### config.mk
export PLATFORM = sky130hd
export DESIGN_NAME = class_event_seq
export DESIGN_NICKNAME = d
export VERILOG_FILES = /design/src/rtl/cls_seq_pkg.sv /design/src/rtl/cls_evt_timer.sv /design/src/rtl/cls_exit_rules.sv /design/src/rtl/cls_pwr_resolve.sv /design/src/rtl/class_event_seq.sv
export SDC_FILE = /design/constraint.sdc
export NUM_CORES = 1
export LEC_CHECK = 0
export CORE_MARGIN = 2
export CORE_UTILIZATION = 45
export CTS_CLUSTER_SIZE = 12
export DETAILED_ROUTE_END_ITERATION = 8
export PLACE_DENSITY = 0.68
export SLEW_MARGIN = 40
export SYNTH_ARGS = -nofsm -noshare
export SYNTH_HDL_FRONTEND = slang
export SYNTH_SLANG_ARGS = --single-unit
### constraint.sdc
create_clock -name clk -period 3.4 [get_ports clk]
set_clock_uncertainty 0.15 [all_clocks]
set_input_delay 0.34 -clock clk [delete_from_list [all_inputs] [get_ports clk]]
set_output_delay 0.34 -clock clk [all_outputs]
set_load 0.01 [all_outputs]
### src/rtl/cls_seq_pkg.sv
package cls_seq_pkg;
  localparam int NEV    = 5;
  localparam int CODE_W = 3;

  typedef enum logic [3:0] {
    ST_IDLE, ST_C1, ST_M1, ST_C2, ST_M2, ST_C3, ST_M3, ST_C4, ST_M4, ST_C5, ST_MLAST
  } seq_st_t;

  localparam logic [1:0] LVL_OFF   = 2'd0;
  localparam logic [1:0] LVL_MARK  = 2'd1;
  localparam logic [1:0] LVL_CLASS = 2'd2;

  function automatic logic is_class_st(seq_st_t s);
    return (s == ST_C1) || (s == ST_C2) || (s == ST_C3) || (s == ST_C4) || (s == ST_C5);
  endfunction

  function automatic logic [2:0] class_slot(seq_st_t s);
    case (s)
      ST_C2:   return 3'd1;
      ST_C3:   return 3'd2;
      ST_C4:   return 3'd3;
      ST_C5:   return 3'd4;
      default: return 3'd0;
    endcase
  endfunction

  function automatic logic [2:0] norm_type(logic [2:0] t);
    return (t == 3'd3 || t == 3'd4) ? t : 3'd2;
  endfunction

  // requested-power code from a single class result
  function automatic logic [2:0] single_pwr(logic [2:0] c);
    case (c)
      3'd1:    return 3'd0;
      3'd2:    return 3'd1;
      3'd4:    return 3'd3;
      default: return 3'd2;
    endcase
  endfunction
endpackage

### src/rtl/cls_evt_timer.sv
module cls_evt_timer #(
  parameter int CW = 8
) (
  input  logic          clk,
  input  logic          rst,
  input  logic          restart,
  input  logic          in_class,
  input  logic [CW-1:0] ev_len,
  input  logic [CW-1:0] ev_min,
  output logic          smp_hit,
  output logic          end_hit
);
  logic [CW-1:0] cnt_q;

  always_ff @(posedge clk) begin
    if (rst || restart) cnt_q <= '0;
    else                cnt_q <= cnt_q + 1'b1;
  end

  assign smp_hit = in_class && (cnt_q == ev_min);
  assign end_hit = (cnt_q == ev_len - 1'b1);

  // sample point must fall inside the running event
  assert_sample_in_window_R3: assert property (@(posedge clk) disable iff (rst)
    smp_hit |-> (cnt_q < ev_len));
endmodule

### src/rtl/cls_exit_rules.sv
module cls_exit_rules
  import cls_seq_pkg::*;
(
  input  seq_st_t    cur_st,
  input  logic [2:0] ptype,
  input  logic [2:0] code,
  input  logic       dll_cap,
  output seq_st_t    nxt_st
);
  always_comb begin
    nxt_st = ST_IDLE;
    unique case (cur_st)
      ST_C1:    nxt_st = (code < 3'd4 || dll_cap) ? ST_MLAST : ST_M1;
      ST_M1:    nxt_st = ST_C2;
      ST_C2:    nxt_st = (ptype == 3'd2) ? ST_MLAST : ST_M2;
      ST_M2:    nxt_st = ST_C3;
      ST_C3:    nxt_st = (code == 3'd4) ? ST_MLAST : ST_M3;
      ST_M3:    nxt_st = ST_C4;
      ST_C4:    nxt_st = (ptype == 3'd3 || code == 3'd1 || code == 3'd2) ? ST_MLAST : ST_M4;
      ST_M4:    nxt_st = ST_C5;
      ST_C5:    nxt_st = ST_MLAST;
      default:  nxt_st = ST_IDLE;
    endcase
  end
endmodule

### src/rtl/cls_pwr_resolve.sv
module cls_pwr_resolve
  import cls_seq_pkg::*;
(
  input  logic [2:0] code_a,
  input  logic [2:0] code_b,
  input  logic [2:0] code_c,
  output logic [2:0] pwr
);
  logic triple;
  assign triple = (code_a == 3'd4) && (code_b == 3'd4) && (code_c >= 3'd1) && (code_c <= 3'd3);
  assign pwr    = triple ? (3'd3 + code_c) : single_pwr(code_a);
endmodule

### src/rtl/class_event_seq.sv
module class_event_seq
  import cls_seq_pkg::*;
#(
  parameter int T1_MIN  = 3,
  parameter int T1_LEN  = 12,
  parameter int LCF_MIN = 34,
  parameter int LCF_LEN = 40,
  parameter int C2_MIN  = 3,
  parameter int C2_LEN  = 12,
  parameter int C3_MIN  = 3,
  parameter int C3_LEN  = 8,
  parameter int MK_LEN  = 8,
  parameter int ML_LEN  = 6
) (
  input  logic                  clk,
  input  logic                  rst,
  input  logic                  start_i,
  input  logic [2:0]            port_type_i,
  input  logic                  dll_cap_i,
  input  logic [CODE_W-1:0]     class_code_i,
  input  logic                  over_limit_i,
  output logic [1:0]            level_o,
  output logic                  sample_o,
  output logic [NEV*CODE_W-1:0] ev_codes_o,
  output logic [2:0]            pwr_code_o,
  output logic                  done_o,
  output logic                  abort_o
);
  localparam int CW = $clog2(T1_LEN + LCF_LEN + C2_LEN + C3_LEN + MK_LEN + ML_LEN + 1);

  seq_st_t            st_q, nxt_ev;
  logic [2:0]         ptype_q;
  logic [CODE_W-1:0]  ev_q [NEV];
  logic               done_q, abort_q;
  logic [2:0]         pwr_q, pwr_calc;
  logic [CW-1:0]      cur_len, cur_min;
  logic               smp_hit, end_hit, in_class;
  logic [2:0]         slot;
  logic [CODE_W-1:0]  cur_code;

  assign in_class = is_class_st(st_q);
  assign slot     = class_slot(st_q);

  always_comb begin
    cur_min = '0;
    unique case (st_q)
      ST_C1:    begin
                  cur_len = (ptype_q >= 3'd3) ? CW'(LCF_LEN) : CW'(T1_LEN);
                  cur_min = (ptype_q >= 3'd3) ? CW'(LCF_MIN) : CW'(T1_MIN);
                end
      ST_C2:    begin cur_len = CW'(C2_LEN); cur_min = CW'(C2_MIN); end
      ST_C3, ST_C4, ST_C5:
                begin cur_len = CW'(C3_LEN); cur_min = CW'(C3_MIN); end
      ST_MLAST: cur_len = CW'(ML_LEN);
      default:  cur_len = CW'(MK_LEN);
    endcase
  end

  cls_evt_timer #(.CW(CW)) u_timer (
    .clk      (clk),
    .rst      (rst),
    .restart  ((st_q == ST_IDLE) || end_hit),
    .in_class (in_class),
    .ev_len   (cur_len),
    .ev_min   (cur_min),
    .smp_hit  (smp_hit),
    .end_hit  (end_hit)
  );

  assign cur_code = smp_hit ? class_code_i : ev_q[slot];

  cls_exit_rules u_rules (
    .cur_st  (st_q),
    .ptype   (ptype_q),
    .code    (cur_code),
    .dll_cap (dll_cap_i),
    .nxt_st  (nxt_ev)
  );

  cls_pwr_resolve u_resolve (
    .code_a (ev_q[0]),
    .code_b (ev_q[1]),
    .code_c (ev_q[2]),
    .pwr    (pwr_calc)
  );

  always_ff @(posedge clk) begin
    if (rst) begin
      st_q    <= ST_IDLE;
      ptype_q <= 3'd2;
      done_q  <= 1'b0;
      abort_q <= 1'b0;
      pwr_q   <= '0;
      for (int i = 0; i < NEV; i++) ev_q[i] <= '0;
    end else begin
      done_q  <= 1'b0;
      abort_q <= 1'b0;
      if (st_q == ST_IDLE) begin
        if (start_i) begin
          st_q    <= ST_C1;
          ptype_q <= norm_type(port_type_i);
          for (int i = 0; i < NEV; i++) ev_q[i] <= '0;
        end
      end else if (smp_hit && over_limit_i) begin
        st_q    <= ST_IDLE;
        abort_q <= 1'b1;
      end else begin
        if (smp_hit) ev_q[slot] <= class_code_i;
        if (end_hit) begin
          st_q <= nxt_ev;
          if (st_q == ST_MLAST) begin
            done_q <= 1'b1;
            pwr_q  <= pwr_calc;
          end
        end
      end
    end
  end

  always_comb begin
    if (st_q == ST_IDLE)  level_o = LVL_OFF;
    else if (in_class)    level_o = LVL_CLASS;
    else                  level_o = LVL_MARK;
  end

  assign sample_o   = smp_hit;
  assign pwr_code_o = pwr_q;
  assign done_o     = done_q;
  assign abort_o    = abort_q;

  for (genvar g = 0; g < NEV; g++) begin : g_pack
    assign ev_codes_o[g*CODE_W +: CODE_W] = ev_q[g];
  end

  assert_abort_cause_R9: assert property (@(posedge clk) disable iff (rst)
    abort_o |-> $past(sample_o && over_limit_i));
  assert_done_single_R13: assert property (@(posedge clk) disable iff (rst)
    done_o |=> !done_o);
  assert_no_drop_R10: assert property (@(posedge clk) disable iff (rst)
    (level_o == LVL_OFF && $past(level_o) != LVL_OFF) |-> (done_o || abort_o));
  assert_codes_hold_R12: assert property (@(posedge clk) disable iff (rst)
    (level_o == LVL_OFF && !start_i) |=> $stable(ev_codes_o));
  assert_pwr_range_R11: assert property (@(posedge clk) disable iff (rst)
    done_o |-> (pwr_code_o <= 3'd6));
  assert_end_exclusive_R13: assert property (@(posedge clk) disable iff (rst)
    !(done_o && abort_o));
endmodule

## Word level (Yosys, flattened, before mapping)

Memories as Yosys holds them, arrays and structs flattened.
Cells that the tools add are included.

| word-level totals | value |
|---|---|
| register bits | 19 |
| bits in writable memories | 15 |
| input bits | 11 |
| output and inout port bits | 23 |
| word-level logic and storage cells | 111 |
| memories | 1 |

| cells by class | value |
|---|---|
| $add $sub $neg | 3 |
| order comparisons | 4 |
| equality and inequality tests | 24 |
| multiplexer cells | 41 |
| bitwise gates (word level) | 8 |
| reduce and logical (&&, ||, !) cells | 24 |

Memory list:

| memory | depth | width | read ports | clocked after Yosys merged registers in | write ports | RTL line | RTL |
|---|---|---|---|---|---|---|---|
| ev_q | 5 | 3 | 6 | 0 | 5 | class_event_seq.sv:33 | `logic [CODE_W-1:0] ev_q [NEV];` |

Operators by type and width:

| kind | count |
|---|---|
| $pmux W4 S9 | 1 |
| $mux W3 | 10 |
| $mux W4 | 7 |
| $pmux W6 S3 | 1 |
| $eq A4 B3 Y1 const B | 4 |
| $eq A3 B2 Y1 const B | 5 |
| $mux W1 | 14 |
| $eq A3 B3 Y1 const B | 4 |
| $eq A4 B4 Y1 const B | 3 |
| $mux W6 | 2 |
| $pmux W3 S4 | 1 |
| $pmux W6 S2 | 1 |
| $logic_or A1 B1 Y1 | 10 |
| $eq A4 B2 Y1 const B | 2 |
| $reduce_or A4 Y1 | 2 |
| $add A7 B1 Y7 const B | 1 |
| $eq A7 B6 Y1 | 1 |
| $eq A7 B7 Y1 | 1 |
| $sub A6 B1 Y7 const B | 1 |
| $eq A3 B1 Y1 const B | 2 |
| $mux W2 | 3 |
| $pmux W2 S3 | 1 |
| $logic_and A1 B1 Y1 | 5 |
| $or A1 B1 Y1 | 5 |
| other kinds (14) | 17 |

## Depth between registers and ports, before layout

Gate-level depths: netlist of run 1.

| logic depth | value |
|---|---|
| depth after elaboration | 15 |
| gate-level depth with buffers | 16 |
| mapped depth without buffers | 13 |

## Hierarchy

Synthesis of run 1 repeated with hierarchy kept, for this count alone.

| second synthesis, totals | value |
|---|---|
| cells, all modules | 266 |
| area total of the unflattened synthesis | 2387.3 sq um |

Modules (own cells, without submodules):

| module | times used | cells an instance | area an instance (sq um) | sequential area each (sq um) |
|---|---|---|---|---|
| class_event_seq | 1 | 163 | 1534.0 | 690.7 |
| cls_evt_timer | 1 | 62 | 548.0 | 140.1 |
| cls_exit_rules | 1 | 24 | 168.9 | 0.0 |
| cls_pwr_resolve | 1 | 17 | 136.4 | 0.0 |

## Worst setup path before layout of run 1

OpenSTA, ideal clock, no wires.

| timing | value |
|---|---|
| kind | reg2reg |
| start point | register st_q[1] |
| end point | register st_q[3] |
| arrival time | 3.235 ns |
| required time | 3.177 ns |
| setup slack | -0.058 ns |
| cell stages (with the launch flop) | 16 |
| cells stage by stage | dfxtp_1 > buf_6 > clkbuf_1 > clkbuf_1 > nand2_1 > o22ai_1 > nand2b_1 > ha_1 > ha_1 > xnor2_1 > or3_4 > a2111oi_4 > o21ai_2 > a2111oi_4 > a22oi_1 > o211ai_2 |

| between the ends | value |
|---|---|
| cells in the longest elaborated chain, start to end | 14 |
| elaborated cells between the ends (all ways) | 38 |
| those cells by class | add/sub: 1; order compare: 1; eq/ne: 14; mux: 10; reduce/logical: 11; memory: 1 |

Ends and longest elaborated chain:

| what | RTL line | RTL |
|---|---|---|
| start: declaration | class_event_seq.sv:31 | `seq_st_t st_q, nxt_ev;` |
| start signal: assignment | class_event_seq.sv:110 | `st_q <= nxt_ev;` |
| parallel branches: the longest is 14 deep, another holds $lt A3 B3 Y1 | n/a |  |

Several ways; the timed one is not identified. The select of a mux whose other input is x is not followed.
A chain may end at the register's enable or synchronous reset.

## Worst setup path in the final report of run 1

| timing | value |
|---|---|
| start point | register st_q[3] |
| end point | register st_q[2] |

| between the ends | value |
|---|---|
| cells in the longest elaborated chain, start to end | 13 |
| elaborated cells between the ends (all ways) | 35 |
| those cells by class | add/sub: 1; eq/ne: 14; mux: 9; reduce/logical: 10; memory: 1 |

Ends and longest elaborated chain:

| what |
|---|
| parallel branches: the longest is 13 deep, another holds $pmux W4 S9 |

Several ways; the timed one is not identified. The select of a mux whose other input is x is not followed.

==> PnR_summary.wiki, run 1 <==
{| class="wikitable"
! Metric !! Value
|-
| Post-cts sizing count || 0
|-
| Clock transition at the register clock pins on the worst setup and hold paths after CTS || 0.07 ns
|-
| H-tree level count || 2
|-
| Residual DRC || 0
|-
| Mean instance size in the synthesized netlist || 9.22 um^2
|-
| First-pass iteration count of the detailed router || 4
|-
| Post-detailed-placement cell area || 2590 um^2
|-
| Sw frac || 0.258
|-
| Area grow syn2layout || 23.4%
|-
| Count of unique library cells instantiated by Yosys || 57
|-
| Switching Power || 0.223 mW
|-
| Wire length reported by the detailed router || 5.26 mm
|-
| Maximum VDD drop || 0.261 mV
|-
| Total of fill cells in the finished design || 457
|-
| Synth Instances || 235
|-
| Synthesis-stage register bit count || 34
|-
| MaxCap Viol Count || 0
|-
| Number of nets produced by synthesis || 252
|-
| Area of all placed cells without fillers || 2680 um^2
|-
| Routed vias || 1886
|-
| Relative contribution of combinational cells to total power || 0.147
|-
| Number of sinks on the clock net || 34
|-
| Pwr/cell area || 324 nW/um^2
|-
| HP Class || register to register
|-
| Via density per instance || 5.73
|-
| Share of flip-flops with an asynchronous set or reset after synthesis || 0
|-
| Cts-stage hold buffer count || 0
|-
| IO Pins || 34
|-
| Pins over their slew limit || 0
|-
| Setup Viol. Count Final || 0
|-
| Buffer and inverter count on the worst path || 1
|-
| Max stage delay on crit path || 0.42 ns
|-
| Clock Root Buffer || clkbuf_8
|-
| Arrival time reported for the critical path endpoint || 3.20 ns
|-
| Critical path required time || 3.42 ns
|-
| Gate family responsible for the most delay along the worst path || simple AND/OR/NAND/NOR gates
|-
| Clock share of power || 0.328
|-
| Wire length of the first global-routing pass || 8.73 mm
|-
| EDFF count, synth || 15
|-
| Cell leakage power || 0.952 nW
|-
| Critical path capture point type || register
|-
| DRT iter0 DRCs || 104
|-
| Fraction of layout instances using a drive strength above 1 || 0.102
|-
| Initial standard-cell utilization of the core || 0.462
|-
| Half-perimeter wire length of the detailed placement result || 3.94 mm
|-
| Cell internal power dissipation || 0.643 mW
|-
| Highest Clock Rate || 315 MHz
|-
| Most frequently used cell type in the post-synthesis netlist || nor2_1
|-
| Critical-path cell list || nor4bb_1 -> inv_1 -> ha_1 -> ha_1 -> xnor2_1 -> or3_4 -> a2111oi_4 -> nor2b_1 -> a211oi_1 -> a32o_1 -> a31o_1
|-
| Tightest Pin Transition || 0.638 ns
|-
| CP Class || register to register
|-
| Site Rows || 25
|-
| Final Power || 0.866 mW
|-
| Number of antenna-violating nets in the routed design || 0
|-
| CTS Buffer Depth || 2
|-
| Total Die Area || 5390 um^2
|-
| Commonest cells in the synthesized netlist || nor2_1, dfxtp_1, edfxtp_1
|-
| Number of buffers inserted by port buffering || 33
|-
| Die height || 73.4 um
|-
| Sequential area share after synthesis || 0.383
|-
| Power share of the sequential group || 0.526
|-
| Tightest slew margin relative to the limit || 0.575
|-
| Minimum clock period || 3.18 ns
|-
| Critical path startpoint category || register
|-
| TritonCTS clock tree || yes
|-
| Total CTS buffers || 5
|-
| Warnings from Yosys || 0
|-
| Largest net degree at the start of global routing || 24
|-
| Routability cong. || 0.875
|-
| Skew-Pair Late Insertion Delay || 0.28 ns
|-
| Largest area contributor in the synthesized netlist || edfxtp_1
|-
| Top cells by area in the synthesized netlist || edfxtp_1, dfxtp_1, nor2_1
|-
| Final hold viol count || 0
|-
| Total standard cell area after synthesis || 2170 um^2
|-
| RSZ-0062 raised after global routing || no
|-
| Number of global-route vias before repair || 1813
|-
| Setup_tns || 0 ns
|-
| Initial antenna violation count || 0
|-
| Congestion Overflow GR || 0
|-
| Dominant cell type by count on the critical path || ha_1
|-
| Fraction of the cycle the final worst path needs || 0.935
|-
| Proportion of netlist area held by the largest area contributor || 0.208
|-
| Overall fraction of global-route tracks in use || 0.211
|-
| Routed wirelength normalized by instance count || 16.0 um
|-
| Core area || 4690 um^2
|-
| Number of nets in the finished design || 291
|-
| Setup bufs post-CTS || 0
|-
| Predominant post-synthesis flop cell || dfxtp_1
|-
| Status || finished clean
|-
| Die width || 73.4 um
|-
| Largest fanout of any net on the critical path || 6
|-
| Critical path's slowest cell || dfxtp_1
|-
| Diode count || 0
|}
metrics by stage:
stage / utilization / instances / hold WS [ns] / worst slack [ns]
after global routing: 0.570 / 329 / 0.332 / 0.0404
final: 0.570 / 329 / 0.307 / 0.222
after detailed placement: 0.553 / 321 / 0.300 / 0.151
after floorplan: - / 235 / 0.308 / 0.00665
after global placement: 0.553 / 321 / 0.296 / 0.214
after CTS: 0.570 / 329 / 0.310 / 0.122
routing by layer:
| metal | global-route usage | vias up | share of wire |
|---|---|---|---|
| met5 | 0 | - | 0 |
| met1 | 0.286 | 901 | 0.48 |
| li1 | - | 935 | - |
| met3 | 0.0480 | 4 | 0.050 |
| met2 | 0.342 | 46 | 0.46 |
| met4 | 0.0485 | 0 | 0.0076 |
layout by cell type (no fill, tap or decap), types with 2 or more instances in the layout:
cell type,count
a2111oi_4,2
a211oi_1,2
a21oi_1,13
a22oi_1,2
a2bb2oi_1,3
a311oi_1,3
a31oi_1,2
and2_1,10
and3_1,4
and3b_1,2
and4_1,2
buf_4,11
clkbuf_8,5
clkdlybuf4s50_1,33
dfxtp_1,19
edfxtp_1,15
ha_1,6
inv_1,9
mux2i_1,4
nand2_1,13
nand2b_1,4
nand3_1,7
nand4b_1,2
nor2_1,26
nor2b_1,5
nor3_1,9
nor4b_1,4
nor4bb_1,2
o2111ai_1,2
o211a_1,2
o211ai_1,2
o21ai_0,10
or3_1,2
xnor2_1,9
xor2_1,4
kinds of logic after synthesis:
logic type | after synthesis | share of synthesized area
AOI/OAI and AO/OA | 54 | 0.192
xor gates and xnor gates | 13 | 0.0525
adders and majority gates | 6 | 0.0346
buffers and inverters | 21 | 0.0404
DFF | 34 | 0.383
muxes | 4 | 0.0185
and+or+nand+nor | 103 | 0.279
flip-flops by register name (all words and copies together) (netlist names):
signal / flops
done_o: 1
pwr_code_o: 3
abort_o: 1
ptype_q: 3
ev_q: 15
u_timer.cnt_q: 7
st_q: 4
tightest hold or removal path, stage by stage (launching register included):
cell	delay (ns)
dfxtp_1	0.31
nand2_1	0.05
a21oi_1	0.05
power by group through the flow:
| stage | combinational, mW | sequential, mW | clock, mW |
|---|---|---|---|
| after global placement | 0.126 | 0.464 | 0 |
| final | 0.127 | 0.455 | 0.284 |
| after CTS | 0.128 | 0.455 | 0.292 |
| after floorplan | 0.0614 | 0.466 | 0 |
| after global routing | 0.139 | 0.457 | 0.312 |
| after detailed placement | 0.127 | 0.464 | 0 |
path summary, 6_finish.rpt:
path | cells after the start | slack [ns] | startpoint | to
min reg2reg | 2 | 0.31 | pwr_code_o[1] | pwr_code_o[1]
max | 11 | 0.22 | st_q[3] | st_q[2]
max reg2reg | 11 | 0.22 | st_q[3] | st_q[2]
min | 2 | 0.31 | pwr_code_o[1] | pwr_code_o[1]
layout make-up:
cell class,count,area [um^2],area share
multi-input cells,180,1250,0.467
inverters,9,33.8,0.0126
clock inverters,2,8.76,0.00327
clock buffers,6,72.6,0.0271
well taps,54,67.6,0.0253
repair buffers,44,413,0.154
flip-flops and latches,34,831,0.311
No activity file was read; power rests on OpenSTA's default activity.
==> run 2, diff against run 1 <==
--- a/config.mk
+++ b/config.mk
@@ -9,7 +9,7 @@
 export CORE_UTILIZATION = 45
 export CTS_CLUSTER_SIZE = 12
 export DETAILED_ROUTE_END_ITERATION = 8
-export PLACE_DENSITY = 0.68
+export PLACE_DENSITY = 0.66
 export SLEW_MARGIN = 40
 export SYNTH_ARGS = -nofsm -noshare
 export SYNTH_HDL_FRONTEND = slang
==> constraint.sdc (replaced) <==
create_clock -name clk -period 3.02 [get_ports clk]
set_clock_uncertainty 0.15 [all_clocks]
set_input_delay 0.302 -clock clk [delete_from_list [all_inputs] [get_ports clk]]
set_output_delay 0.302 -clock clk [all_outputs]
set_load 0.01 [all_outputs]
==> run 2 against run 1 <==
  * Clock-buffer cell count stayed put
  * Worst hold slack gained 0.0017 ns
  * Critical path depth is 4 higher
  * Sequential power increased by 12%
  * Core utilization is 5.7 points higher
  * Wire length increased by 5.0%
  * Die area did not move
==> PnR_summary.wiki, run 2 (synthesis results as in run 1) <==
{| class="wikitable"
! Metric !! Value
|-
| Residual DRC || 0 (unchanged)
|-
| MaxCap Viol Count || 0 (unchanged)
|-
| RSZ-0062 raised after global routing || yes (was no)
|-
| Die width || 73.4 um (unchanged)
|-
| Number of global-route vias before repair || 1845 (was 1813)
|-
| Critical R2R Capture || st_q[3] (was st_q[2])
|-
| First-pass iteration count of the detailed router || 4 (unchanged)
|-
| Clock transition at the register clock pins on the worst setup and hold paths after CTS || 0.08 ns (was 0.07 ns)
|-
| Cts-stage hold buffer count || 0 (unchanged)
|-
| Routability cong. || 0.841 (was 0.875)
|-
| Tightest Pin Transition || 0.639 ns (was 0.638 ns)
|-
| Number of standard cells in the final layout excluding fillers || 349 (was 329)
|-
| Endpoint of the worst hold path || pwr_code_o[2] (was pwr_code_o[1])
|-
| Register containing the most flip-flops in the final layout || ev_q (unchanged)
|-
| Total of fill cells in the finished design || 418 (was 457)
|-
| Overall fraction of global-route tracks in use || 0.217 (was 0.211)
|-
| Wire length reported by the detailed router || 5.53 mm (was 5.26 mm)
|-
| IO Pins || 34 (unchanged)
|-
| Count of cells along the worst hold path || 2 (unchanged)
|-
| CP Class || register to register (unchanged)
|-
| Area grow syn2layout || 35.8% (was 23.4%)
|-
| Pwr/cell area || 358 nW/um^2 (was 324 nW/um^2)
|-
| Critical path's slowest cell || a2111oi_4 (was dfxtp_1)
|-
| Largest fanout of any net on the critical path || 7 (was 6)
|-
| Critical path required time || 3.09 ns (was 3.42 ns)
|-
| TritonCTS clock tree || yes (unchanged)
|-
| Critical-path cell list || buf_4 -> inv_2 -> nand2_2 -> o22ai_2 -> nand2b_1 -> ha_2 -> ha_4 -> xnor2_2 -> or3_4 -> a2111oi_4 -> o21ai_2 -> a2111oi_4 -> buf_4 -> a22oi_2 -> o211ai_2 (was nor4bb_1 -> inv_1 -> ha_1 -> ha_1 -> xnor2_1 -> or3_4 -> a2111oi_4 -> nor2b_1 -> a211oi_1 -> a32o_1 -> a31o_1)
|-
| Final Power || 1.05 mW (was 0.866 mW)
|-
| DRT iter0 DRCs || 117 (was 104)
|-
| Number of sinks on the clock net || 34 (unchanged)
|-
| Minimum clock period || 2.96 ns (was 3.18 ns)
|-
| Fraction of the cycle the final worst path needs || 0.980 (was 0.935)
|-
| Core area || 4690 um^2 (unchanged)
|-
| Status || finished clean (unchanged)
|-
| Biggest registers after layout || ev_q x15, u_timer.cnt_q x7, st_q x4 (unchanged)
|-
| Setup slack of the most critical reg-to-reg path || 0.06 ns (was 0.22 ns)
|-
| Routed vias || 1946 (was 1886)
|-
| Critical path startpoint category || register (unchanged)
|-
| H-tree level count || 2 (unchanged)
|-
| Final hold viol count || 0 (unchanged)
|-
| Number of flip-flops in the largest register || 15 (unchanged)
|-
| Maximum VDD drop || 0.270 mV (was 0.261 mV)
|-
| Total CTS buffers || 5 (unchanged)
|-
| Fraction of layout instances using a drive strength above 1 || 0.227 (was 0.102)
|-
| Die height || 73.4 um (unchanged)
|-
| Routed wirelength normalized by instance count || 15.8 um (was 16.0 um)
|-
| Pins over their slew limit || 0 (unchanged)
|-
| Diode count || 0 (unchanged)
|-
| Wire length of the first global-routing pass || 8.96 mm (was 8.73 mm)
|-
| Number of buffers inserted by port buffering || 33 (unchanged)
|-
| Largest net degree at the start of global routing || 24 (unchanged)
|-
| Highest Clock Rate || 338 MHz (was 315 MHz)
|-
| Post-detailed-placement cell area || 2760 um^2 (was 2590 um^2)
|-
| CTS Buffer Depth || 2 (unchanged)
|-
| Initial standard-cell utilization of the core || 0.462 (unchanged)
|-
| Half-perimeter wire length of the detailed placement result || 4.14 mm (was 3.94 mm)
|-
| Post-route worst hold slack || 0.309 ns (was 0.307 ns)
|-
| Arrival time reported for the critical path endpoint || 3.03 ns (was 3.20 ns)
|-
| Max stage delay on crit path || 0.41 ns (was 0.42 ns)
|-
| Cell total after placement || 339 (was 321)
|-
| Final standard cell utilization of the core || 0.627 (was 0.570)
|-
| Number of cells on the worst reg-to-reg path || 15 (was 11)
|-
| Worst R2R Start || st_q[3] (unchanged)
|-
| Number of nets in the finished design || 311 (was 291)
|-
| Skew-Pair Late Insertion Delay || 0.29 ns (was 0.28 ns)
|-
| Worst hold path startpoint || pwr_code_o[2] (was pwr_code_o[1])
|-
| Commonest cells after routing, fill and taps aside || clkdlybuf4s50_1, buf_4, nor2_1 (was clkdlybuf4s50_1, nor2_1, dfxtp_1)
|-
| Most frequent standard cell in the layout excluding fill and tap cells || clkdlybuf4s50_1 (unchanged)
|-
| Setup Viol. Count Final || 0 (unchanged)
|-
| Area of all placed cells without fillers || 2940 um^2 (was 2680 um^2)
|-
| Clock Root Buffer || clkbuf_8 (unchanged)
|-
| HP Class || register to register (unchanged)
|-
| Total Die Area || 5390 um^2 (unchanged)
|-
| Site Rows || 25 (unchanged)
|-
| Via density per instance || 5.58 (was 5.73)
|-
| Critical path capture point type || register (unchanged)
|-
| Number of antenna-violating nets in the routed design || 0 (unchanged)
|-
| Congestion Overflow GR || 0 (unchanged)
|-
| Tightest slew margin relative to the limit || 0.574 (was 0.575)
|-
| Cell leakage power || 1.08 nW (was 0.952 nW)
|-
| Initial antenna violation count || 0 (unchanged)
|}
-- run 2: changes by cell type in the layout (fill, tap and decap cells not counted), sizes merged --
cell	delta
clkdlybuf4s50	-1
dlygate4sd2	+1
buf	+20
-- run 2: layout make-up --
class                           count  area [um^2]  share of cell area
Inverter                            9         33.8              0.0115
Timing Repair Buffer               64          573               0.195
Sequential cell                    34          837               0.284
Clock inverter                      2         10.0             0.00340
Tap cell                           54         67.6              0.0230
Multi-Input combinational cell    180         1330               0.451
Clock buffer                        6         93.8              0.0319
-- run 2: metrics by stage --
| stage | setup TNS, ns | setup WS (ns) |
|---|---|---|
| 5_1_grt | -0.478 | -0.0785 |
| 4_1_cts | 0 | 0.0124 |
| 3_3_place_gp | 0 | 0.0101 |
| 2_1_floorplan | -0.268 | -0.125 |
| 6_report | 0 | 0.0605 |
| 3_5_place_dp | -0.0603 | -0.0479 |
-- run 2: where the power goes --
group | leakage [nW] | internal (mW) | switching, mW
Sequential | 0.319 | 0.495 | 0.0166
Clock | 0.0561 | 0.210 | 0.170
Combinational | 0.709 | 0.0806 | 0.0812
-- run 2: worst max-delay path: cells and delay by family (launching register included) --
kind	cells	cell delay [ns]
AO/OA/AOI/OAI	6	1.06
AND/OR/NAND/NOR	3	0.48
buffers and inverters	3	0.41
adder cells (fa/ha/maj)	2	0.34
flip-flops	1	0.33
XOR/XNOR	1	0.12
-- run 2: repair_timing --
| action | CTS | global route |
|---|---|---|
| endpoints found under the setup margin | 6 | 17 |
| pin swaps | 2 | 7 |
| resized for setup | 3 | 13 |
| buffers inserted | 1 | 1 |
-- run 2: how the worst max path moves through the flow --
| stage | from | to | cells past startpoint |
|---|---|---|---|
| 4_1_cts | ptype_q[0] | st_q[3] | 14 |
| 6_report | st_q[3] | st_q[3] | 15 |
| 3_3_place_gp | st_q[3] | st_q[3] | 12 |
| 3_5_place_dp | st_q[3] | st_q[3] | 12 |
| 5_1_grt | st_q[1] | st_q[3] | 14 |
| 2_1_floorplan | st_q[1] | st_q[3] | 15 |
-- run 2: layer usage --
| metal | routed length (um) | track usage | vias to the layer above |
|---|---|---|---|
| li1 | - | - | 982 |
| met1 | 2680 | 0.312 | 902 |
| met2 | 2510 | 0.329 | 55 |
| met3 | 279 | 0.0480 | 7 |
| met4 | 55 | 0.0566 | 0 |
| met5 | 0 | 0 | - |
==> run 3, diff against run 2 <==
--- a/config.mk
+++ b/config.mk
@@ -10,6 +10,7 @@
 export CTS_CLUSTER_SIZE = 12
 export DETAILED_ROUTE_END_ITERATION = 8
 export PLACE_DENSITY = 0.66
+export SKIP_LAST_GASP = 1
 export SLEW_MARGIN = 40
 export SYNTH_ARGS = -nofsm -noshare
 export SYNTH_HDL_FRONTEND = slang
==> run 3 against run 2 <==
  * Setup slack got worse by 0.0064 ns
  * Clock power is essentially flat
  * Sequential power barely moved
  * Highest routed layer unchanged
  * Sequential share of layout area up 0.11 points
  * Die area did not move
  * Flip-flop and latch count unchanged
  * Critical endpoint unchanged
  * Final cell count is the same
==> PnR_summary.wiki, run 3 (synthesis results as in run 1) <==
{| class="wikitable"
! Metric !! Value
|-
| Tightest slew margin relative to the limit || 0.573 (was 0.574)
|-
| Die width || 73.4 um (unchanged)
|-
| Number of nets in the finished design || 311 (unchanged)
|-
| Critical Path Source || st_q[3] (unchanged)
|-
| Register containing the most flip-flops in the final layout || ev_q (unchanged)
|-
| Arrival time reported for the critical path endpoint || 3.04 ns (was 3.03 ns)
|-
| DRT iter0 DRCs || 120 (was 117)
|-
| Number of sinks on the clock net || 34 (unchanged)
|-
| H-tree level count || 2 (unchanged)
|-
| Overall fraction of global-route tracks in use || 0.217 (unchanged)
|-
| Highest Clock Rate || 337 MHz (was 338 MHz)
|-
| Fraction of layout instances using a drive strength above 1 || 0.217 (was 0.227)
|-
| Skew-Pair Late Insertion Delay || 0.29 ns (about the same)
|-
| Wire length of the first global-routing pass || 8.96 mm (unchanged)
|-
| Routed length on met2 || 2.50 mm (was 2.51 mm)
|-
| Post-Route M1 WL || 2.68 mm (unchanged)
|-
| Total met3 wirelength after detailed routing || 278 um (was 279 um)
|-
| Critical path's slowest cell || a2111oi_4 (unchanged)
|-
| Die height || 73.4 um (unchanged)
|-
| Initial standard-cell utilization of the core || 0.462 (unchanged)
|-
| MaxCap Viol Count || 0 (unchanged)
|-
| IO Pins || 34 (unchanged)
|-
| Cell leakage power || 1.10 nW (was 1.08 nW)
|-
| Routability cong. || 0.841 (unchanged)
|-
| Critical-path cell list || buf_4 -> inv_2 -> nand2_1 -> o22ai_2 -> nand2b_1 -> ha_2 -> ha_4 -> xnor2_2 -> or3_4 -> a2111oi_4 -> o21ai_2 -> a2111oi_4 -> buf_4 -> a22oi_2 -> o211ai_2 (was buf_4 -> inv_2 -> nand2_2 -> o22ai_2 -> nand2b_1 -> ha_2 -> ha_4 -> xnor2_2 -> or3_4 -> a2111oi_4 -> o21ai_2 -> a2111oi_4 -> buf_4 -> a22oi_2 -> o211ai_2)
|-
| Half-perimeter wire length of the detailed placement result || 4.14 mm (unchanged)
|-
| Switching Power || 0.269 mW (was 0.268 mW)
|-
| PnR worst setup slack || 0.0542 ns (was 0.0605 ns)
|-
| Number of cells on the worst reg-to-reg path || 15 (unchanged)
|-
| Critical path required time || 3.09 ns (about the same)
|-
| CTS Buffer Depth || 2 (unchanged)
|-
| Uppermost routed layer || met4 (unchanged)
|-
| Number of flip-flops in the largest register || 15 (unchanged)
|-
| Critical path capture point type || register (unchanged)
|-
| Wire length reported by the detailed router || 5.52 mm (was 5.53 mm)
|-
| Status || finished clean (unchanged)
|-
| Area grow syn2layout || 35.3% (was 35.8%)
|-
| Post-Place Setup Slack || -0.0479 ns (unchanged)
|-
| Power share of the sequential group || 0.485 (about the same)
|-
| Sw frac || 0.256 (was 0.255)
|-
| Clock transition at the register clock pins on the worst setup and hold paths after CTS || 0.08 ns (about the same)
|-
| Core area || 4690 um^2 (unchanged)
|-
| Critical R2R Capture || st_q[3] (unchanged)
|-
| Cell internal power dissipation || 0.785 mW (about the same)
|-
| Fraction of the cycle the final worst path needs || 0.982 (was 0.980)
|-
| Initial antenna violation count || 0 (unchanged)
|-
| Pwr/cell area || 360 nW/um^2 (was 358 nW/um^2)
|-
| Routed vias || 1944 (was 1946)
|-
| Setup slack of the most critical reg-to-reg path || 0.05 ns (was 0.06 ns)
|-
| Total Die Area || 5390 um^2 (unchanged)
|-
| Tightest Pin Transition || 0.641 ns (was 0.639 ns)
|-
| Setup Viol. Count Final || 0 (unchanged)
|-
| Total CTS buffers || 5 (unchanged)
|-
| Largest fanout of any net on the critical path || 7 (unchanged)
|-
| CP Class || register to register (unchanged)
|-
| Relative contribution of combinational cells to total power || 0.153 (was 0.154)
|-
| Cts-stage hold buffer count || 0 (unchanged)
|-
| HP Class || register to register (unchanged)
|-
| Max stage delay on crit path || 0.41 ns (about the same)
|-
| Biggest registers after layout || ev_q x15, u_timer.cnt_q x7, st_q x4 (unchanged)
|-
| Number of buffers inserted by port buffering || 33 (unchanged)
|-
| Cell total after placement || 339 (unchanged)
|-
| Final hold viol count || 0 (unchanged)
|-
| TritonCTS clock tree || yes (unchanged)
|-
| Worst R2R Start || st_q[3] (unchanged)
|-
| Clock share of power || 0.362 (was 0.361)
|-
| Most frequent standard cell in the layout excluding fill and tap cells || clkdlybuf4s50_1 (unchanged)
|-
| Routed wirelength normalized by instance count || 15.8 um (about the same)
|-
| Site Rows || 25 (unchanged)
|-
| Maximum VDD drop || 0.270 mV (about the same)
|-
| Post-route worst hold slack || 0.309 ns (about the same)
|-
| Critical path capture point || st_q[3] (unchanged)
|-
| RSZ-0062 raised after global routing || yes (unchanged)
|-
| Commonest cells after routing, fill and taps aside || clkdlybuf4s50_1, buf_4, nor2_1 (unchanged)
|-
| Number of global-route vias before repair || 1845 (unchanged)
|-
| Largest net degree at the start of global routing || 24 (unchanged)
|-
| Number of antenna-violating nets in the routed design || 0 (unchanged)
|-
| Critical path startpoint category || register (unchanged)
|-
| Residual DRC || 0 (unchanged)
|-
| Number of standard cells in the final layout excluding fillers || 349 (unchanged)
|-
| Diode count || 0 (unchanged)
|-
| Clock Root Buffer || clkbuf_8 (unchanged)
|-
| Minimum clock period || 2.97 ns (was 2.96 ns)
|-
| First-pass iteration count of the detailed router || 4 (unchanged)
|-
| Congestion Overflow GR || 0 (unchanged)
|-
| Via density per instance || 5.57 (was 5.58)
|-
| Pins over their slew limit || 0 (unchanged)
|}
## run 3: metrics by stage
step | instance area, um^2 | total power, mW | setup TNS, ns | utilization
after floorplan | 2240 | 0.596 | -0.268 | -
after global placement | 2760 | 0.679 | 0 | 0.589
final | 2930 | 1.05 | 0 | 0.625
after CTS | 2880 | 1.06 | -0.0187 | 0.614
after global routing | 2930 | 1.09 | -0.161 | 0.625
after detailed placement | 2760 | 0.679 | -0.0603 | 0.589
## run 3: timing repair
item / 4_1_cts / 5_1_grt
buffers inserted: 1 / 1
gates resized for setup: 2 / 11
pin swaps: 2 / 5
endpoints found under the setup margin: 6 / 18
## run 3: power groups by stage
stage          sequential [mW]  combinational [mW]  clock [mW]
3_5_place_dp             0.521               0.159           0
4_1_cts                  0.511               0.160       0.389
2_1_floorplan            0.524              0.0715           0
3_3_place_gp             0.521               0.158           0
5_1_grt                  0.513               0.175       0.406
6_report                 0.511               0.162       0.381
## run 3: per-layer routing
metal,vias up,GRT usage
met2,60,0.329
met1,895,0.312
met5,-,0
met3,7,0.0480
li1,982,-
met4,0,0.0566
## run 3: critical path: cells and delay by family, from the launching register on
kind / cells / cell delay [ns]
buf+inv: 3 / 0.40
simple gates: 3 / 0.49
fa+ha+maj: 2 / 0.34
compound gates: 6 / 1.06
xor+xnor: 1 / 0.12
flops: 1 / 0.33
## run 3: layout make-up
cell class / count / area (um^2)
Multi-Input combinational cell: 180 / 1320
Sequential cell: 34 / 837
Timing Repair Buffer: 64 / 573
Fill cell: 419 / 1760
Clock inverter: 2 / 10.0
Clock buffer: 6 / 93.8
Inverter: 9 / 33.8
Tap cell: 54 / 67.6
## run 3: how the worst min path moves through the flow
stage / startpoint / to / slack, ns / cells after the start
after floorplan: over_limit_i / abort_o / 0.27 / 2
after global placement: pwr_code_o[2] / pwr_code_o[2] / 0.29 / 2
after detailed placement: pwr_code_o[2] / pwr_code_o[2] / 0.30 / 2
after CTS: pwr_code_o[2] / pwr_code_o[2] / 0.31 / 2
after global routing: pwr_code_o[2] / pwr_code_o[2] / 0.35 / 2
final: pwr_code_o[2] / pwr_code_o[2] / 0.31 / 2
